`src/rtl/dmac_gctl_pkg.sv`:
```
// Package: bit positions of the global control word and the flag state record.
// Assumes: the run bit and the two fault flags occupy the lowest three bits.
package dmac_gctl_pkg;
    localparam int unsigned RUN_BIT   = 0;
    localparam int unsigned NMI_BIT   = 1;
    localparam int unsigned AFLT_BIT  = 2;
    localparam int unsigned USED_BITS = 3;

    typedef struct packed {
        logic aflt;
        logic nmi;
        logic run;
    } gctl_state_t;
endpackage

```
`src/rtl/dmac_fault_flag.sv`:
```
// Sticky fault flag that hardware sets and software clears through read-then-write-0.
// Assumes: rd_req and wr_req are single-cycle strobes. When both are present, the
// write takes priority and the read does not arm the flag.
module dmac_fault_flag (
    input  logic clk,
    input  logic rst_n,
    input  logic set_evt,
    input  logic rd_req,
    input  logic wr_req,
    input  logic wr_val,
    output logic flag_q
);
    logic armed_q;
    logic clr_ok;

    // A clear qualifies only for a write of 0 while the flag is armed.
    assign clr_ok = wr_req && !wr_val && armed_q;

    // Flag register: the hardware event wins over a clear.
    always_ff @(posedge clk) begin
        if (!rst_n)       flag_q <= 1'b0;
        else if (set_evt) flag_q <= 1'b1;
        else if (clr_ok)  flag_q <= 1'b0;
    end

    // Arm register: armed by a read that sees 1, disarmed by any write.
    always_ff @(posedge clk) begin
        if (!rst_n)                armed_q <= 1'b0;
        else if (wr_req)           armed_q <= 1'b0;
        else if (rd_req && flag_q) armed_q <= 1'b1;
    end

    // R7 (and R2/R3): an event leaves the flag at 1 even when a clear write arrives with it.
    p_set_dominates_r7: assert property (@(posedge clk) disable iff (!rst_n)
        set_evt |=> flag_q);
    p_no_sw_set_r4: assert property (@(posedge clk) disable iff (!rst_n)
        (!flag_q && !set_evt) |=> !flag_q);
    p_hold_unarmed_r5: assert property (@(posedge clk) disable iff (!rst_n)
        (flag_q && !armed_q) |=> flag_q);
    p_arm_needs_flag_r6: assert property (@(posedge clk) disable iff (!rst_n)
        armed_q |-> flag_q);
endmodule

```
`src/rtl/dmac_chan_gate.sv`:
```
// Per-channel permit gating: a channel may run when the global run condition holds,
// the channel is enabled and it has not reached its transfer end.
// Assumes: ch_en and ch_te are stable register outputs from the channel controls.
module dmac_chan_gate #(
    parameter int unsigned N_CH = 4
) (
    input  logic            run_ok,
    input  logic [N_CH-1:0] ch_en,
    input  logic [N_CH-1:0] ch_te,
    output logic [N_CH-1:0] ch_permit
);
    // One AND gate per channel.
    for (genvar i = 0; i < N_CH; i++) begin : g_ch
        assign ch_permit[i] = run_ok & ch_en[i] & ~ch_te[i];
    end
endmodule

```
`src/rtl/dmac_gctl.sv`:
```
// Top: global control word of the DMA controller. It holds the run bit and the
// two fault flags, and it drives the channel permits, suspend and the error interrupt.
// Assumes: one register address, so cpu_rd and cpu_wr already mean "selected".
module dmac_gctl
    import dmac_gctl_pkg::*;
#(
    parameter int unsigned N_CH   = 4,
    parameter int unsigned DATA_W = 32
) (
    input  logic              clk,
    input  logic              rst_n,
    input  logic              cpu_rd,
    input  logic              cpu_wr,
    input  logic [DATA_W-1:0] cpu_wdata,
    output logic [DATA_W-1:0] cpu_rdata,
    input  logic              addr_err_evt,
    input  logic              nmi_evt,
    input  logic [N_CH-1:0]   ch_en,
    input  logic [N_CH-1:0]   ch_te,
    output logic [N_CH-1:0]   ch_permit,
    output logic              suspend,
    output logic              err_irq
);
    localparam int unsigned PAD_W = DATA_W - USED_BITS;

    gctl_state_t st;
    logic        run_ok;

    // Run bit: loaded from write data bit 0 on every write.
    always_ff @(posedge clk) begin
        if (!rst_n)      st.run <= 1'b0;
        else if (cpu_wr) st.run <= cpu_wdata[RUN_BIT];
    end

    dmac_fault_flag u_nmi_flag (
        .clk     (clk),
        .rst_n   (rst_n),
        .set_evt (nmi_evt),
        .rd_req  (cpu_rd),
        .wr_req  (cpu_wr),
        .wr_val  (cpu_wdata[NMI_BIT]),
        .flag_q  (st.nmi)
    );

    dmac_fault_flag u_aflt_flag (
        .clk     (clk),
        .rst_n   (rst_n),
        .set_evt (addr_err_evt),
        .rd_req  (cpu_rd),
        .wr_req  (cpu_wr),
        .wr_val  (cpu_wdata[AFLT_BIT]),
        .flag_q  (st.aflt)
    );

    // Global run condition from the registered state.
    assign run_ok = st.run & ~st.nmi & ~st.aflt;

    dmac_chan_gate #(.N_CH(N_CH)) u_gate (
        .run_ok    (run_ok),
        .ch_en     (ch_en),
        .ch_te     (ch_te),
        .ch_permit (ch_permit)
    );

    // Suspend also covers events in the current cycle, so no new cycle can start.
    assign suspend   = ~run_ok | nmi_evt | addr_err_evt;
    assign err_irq   = st.aflt;
    assign cpu_rdata = {{PAD_W{1'b0}}, st};

    p_ae_sets_r2: assert property (@(posedge clk) disable iff (!rst_n)
        addr_err_evt |=> cpu_rdata[AFLT_BIT]);
    p_nmi_sets_r3: assert property (@(posedge clk) disable iff (!rst_n)
        nmi_evt |=> cpu_rdata[NMI_BIT]);
    p_permit_needs_run_r8: assert property (@(posedge clk) disable iff (!rst_n)
        (|ch_permit) |-> (cpu_rdata[RUN_BIT] && !cpu_rdata[NMI_BIT] && !cpu_rdata[AFLT_BIT]));
    p_stopped_suspends_r9: assert property (@(posedge clk) disable iff (!rst_n)
        !cpu_rdata[RUN_BIT] |-> suspend);
    p_irq_cause_r11: assert property (@(posedge clk) disable iff (!rst_n)
        $rose(err_irq) |-> $past(addr_err_evt));
endmodule

```
`config.mk`:
```
export PLATFORM = sky130hd
export DESIGN_NAME = dmac_gctl
export DESIGN_NICKNAME = d
export VERILOG_FILES = /design/src/rtl/dmac_gctl_pkg.sv /design/src/rtl/dmac_fault_flag.sv /design/src/rtl/dmac_chan_gate.sv /design/src/rtl/dmac_gctl.sv
export SDC_FILE = /design/constraint.sdc
export NUM_CORES = 1
export LEC_CHECK = 0
export ABC_CLOCK_PERIOD_IN_PS = 1700
export BUFFER_PORTS_ARGS = -buffer_cell sky130_fd_sc_hd__buf_2
export CORE_UTILIZATION = 28
export CTS_BUF_LIST = sky130_fd_sc_hd__clkbuf_16
export CTS_CLUSTER_DIAMETER = 40
export CTS_CLUSTER_SIZE = 40
export DETAILED_ROUTE_END_ITERATION = 8
export PLACE_DENSITY = 0.93
export SYNTH_ARGS = -nofsm -noshare
export SYNTH_HDL_FRONTEND = slang
export SYNTH_HIERARCHICAL = 1
export SYNTH_SLANG_ARGS = --single-unit
export TNS_END_PERCENT = 30
```
`constraint.sdc`:
```
create_clock -name clk -period 1.7 [get_ports clk]
set_clock_uncertainty 0.05 [all_clocks]
set_input_delay 0.34 -clock clk [delete_from_list [all_inputs] [get_ports clk]]
set_output_delay 0.34 -clock clk [all_outputs]
set_load 0.05 [all_outputs]
```
==> flow_summary.toml <==
[detailed_routing]
detail_route.wl_per_cell_microns = 9.04
drt_initial_violations = 1
first_pass_iters = 4
detail_route.vias_per_cell = 3.82
drc_errors = 0
antenna_left = 0
num_vias = 378
totalWireLength_microns = 895

[sta]
final_hold_viol_count = 0
fmaxAchievable_mhz = 614
finalCritPeriodShare_pct = 95.9
finalSetupViolations = 0
fin_setup_tns_ns = 0
finalWorstSetupSlack_ns = 0.0701
finalCriticalPeriod_ns = 1.63
report.final.slew_viol_count = 0

[place]
buffer_ports.inserted = 25
dp_hpwl_microns = 700
dpl.cell_count = 94
placement.cell_area_sq_um = 494
place_worst_setup_slack_ns = 0.209
routabilityCongestion = 0.685

[pwr]
internal_power_component_uw = 459
power_per_cell_area_nw_per_um2 = 1220
sw_frac_of_total_pct = 36.8
combinationalPowerShare_pct = 29.7
p_leak_nw = 0.357
sequentialPowerShare_pct = 18.2
clock_power_share_pct = 52.1
vdd_ir_drop_max_mv = 0.396
total_power_uw = 726
power.switching_uw = 267

[final_layout]
layout.cells.most_common = "sky130_fd_sc_hd__conb_1"
final_layout_size_suffix_gt1_share_pct = 37.3
insertedDiodeCount = 0
finalInstanceArea_sq_um = 597
finalNetCount = 130
mostFrequentLayoutCells = "sky130_fd_sc_hd__conb_1 (29), sky130_fd_sc_hd__buf_2 (21), sky130_fd_sc_hd__dfxtp_1 (5), sky130_fd_sc_hd__buf_4 (4)"
area.growth.synth_to_final_pct = 27.5
cell_count_final_fillers_out = 99

[logic_synthesis]
syn_inst = 55
post_synth.cell_area_avg_sq_um = 8.51
synthesis.area_sq_um = 468
synth_top_cell_by_area = "sky130_fd_sc_hd__buf_4"
yosys_warnings = 6
synth_cell_type_count = 13
top_cell_type_s_share_of_synthesized_area_pct = 48.1
yosys-top-cells-area = "sky130_fd_sc_hd__buf_4 (48%), sky130_fd_sc_hd__dfxtp_1 (21%), sky130_fd_sc_hd__and3b_1 (7.5%)"
seq_area_frac_synth_pct = 21.4
ys_ff_latch = 5

[clocking]
cts-htree-levels = 1
cts.reportedPaths.clkPinSlew_ns = 0.03
clk-insertion-delay-late_ns = 0.22
cts_root_buffer = "sky130_fd_sc_hd__clkbuf_16"
cts_inserted_buffers = 3
clockBufferDepth = 2
cts_tree = "done"
numClockSinks = 5

[setup_path]
rr_startpoint = "u_aflt_flag/flag_q"
setup_cp_type = "reg2out"
critical_path_fanouts_max = 5
crit_family = "simple AND/OR/NAND/NOR gates"
crit_path_cell_trace = "nor3b_4 -> and3b_1 -> clkbuf_4"
crit_path_start_kind = "flip-flop"
crit_path_required_time_ns = 1.31
slowest_delay_ns = 0.35
crit_slowest_cell = "sky130_fd_sc_hd__dfxtp_1"
cp_data_arrival_time_ns = 1.24
worstSetupStartpoint = "u_nmi_flag/flag_q"
end_kind = "output port"
worstPathBufferInverterCount = 1

[floorplan]
overall_die_area_sq_um = 1840
row_count = 14
chipWidth_microns = 42.9
pin_count = 84
placeableCoreArea_sq_um = 1540
floorplan.initialDensity_pct = 30.4
die_height_microns = 42.9

[min_path]
hold_path_startpoint = "cpu_wr"
holdCritPathClass = "in2reg"

[global_route]
first_global_vias = 320
grt_antenna_before_repair = 0
grt-ovfl-total = 0
grt_total_usage_pct = 10.5
grt_start_max_net_pins = 6
wire_length_of_the_first_global_routing_pass_mm = 1.33

[run]
drv_cap = 0

[run_status]
run_status = "finished clean"
[routing by layer]
layer | global-route usage (%) | routed length [microns] | vias to the layer above
met5 | 0 | 0 | -
met4 | 7.50 | 12 | 0
met3 | 6.81 | 60 | 2
met2 | 18.5 | 542 | 20
met1 | 7.95 | 280 | 179
li1 | - | - | 177
[cells in the mapped netlist (all sizes together)]
library cell	number
buf	30
dfxtp	5
and3b	4
nor2	3
nor3b	3
a21oi	2
and4bb	2
o21ai	2
conb	1
mux2i	1
nand2	1
nor2b	1
[repair_timing]
action / 4_1_cts / 5_1_grt
gates resized for setup: 1 / 7
setup endpoints to repair: 4 / 4
setup buffers: 0 / 1
hold buffers: 0 / 0
[stage by stage]
stage / utilization (%) / hold WS, ns
final: 38.7 / 0.309
after global routing: 38.7 / 0.311
after global placement: 32.1 / 0.442
after detailed placement: 32.1 / 0.469
after floorplan: - / 0.366
after CTS: 37.6 / 0.306
[worst paths after layout]
| check | cells after the start | endpoint | slack (ns) |
|---|---|---|---|
| setup / recovery | 3 | ch_permit[2] | 0.07 |
| setup reg to reg | 2 | u_aflt_flag/armed_q | 0.84 |
| hold / removal | 2 | u_nmi_flag/armed_q | 0.31 |
| hold reg to reg | 2 | u_aflt_flag/armed_q | 0.48 |
[cell families after synthesis]
logic type      share of synthesized area (%)
compound gates                           4.28
buf+inv                                  48.1
flops                                    21.4
mux                                      2.14
other cells                             0.801
simple gates                             23.3
[power groups by stage]
stage / sequential (mW) / combinational (mW) / clock (mW)
floorplan: 0.148 / 0.219 / 0
global placement: 0.131 / 0.209 / 0
detailed placement: 0.132 / 0.211 / 0
CTS: 0.132 / 0.212 / 0.384
global route: 0.133 / 0.224 / 0.402
finish: 0.132 / 0.215 / 0.379
[registers in the layout (all words and copies together), names as in the netlist]
signal and flops:
cpu_rdata 1, u_aflt_flag/flag_q 1, u_nmi_flag/armed_q 1, u_nmi_flag/flag_q 1, u_aflt_flag/armed_q 1
[area by class of cell]
cell class | count | area (sq um)
clock inverters | 1 | 3.75
clock buffers | 3 | 75.1
repair buffers | 26 | 143
flip-flops and latches | 5 | 100
multi-input cells | 48 | 255
well taps | 16 | 20.0
fillers | 160 | 945
Power figures use the tool's default switching activity.
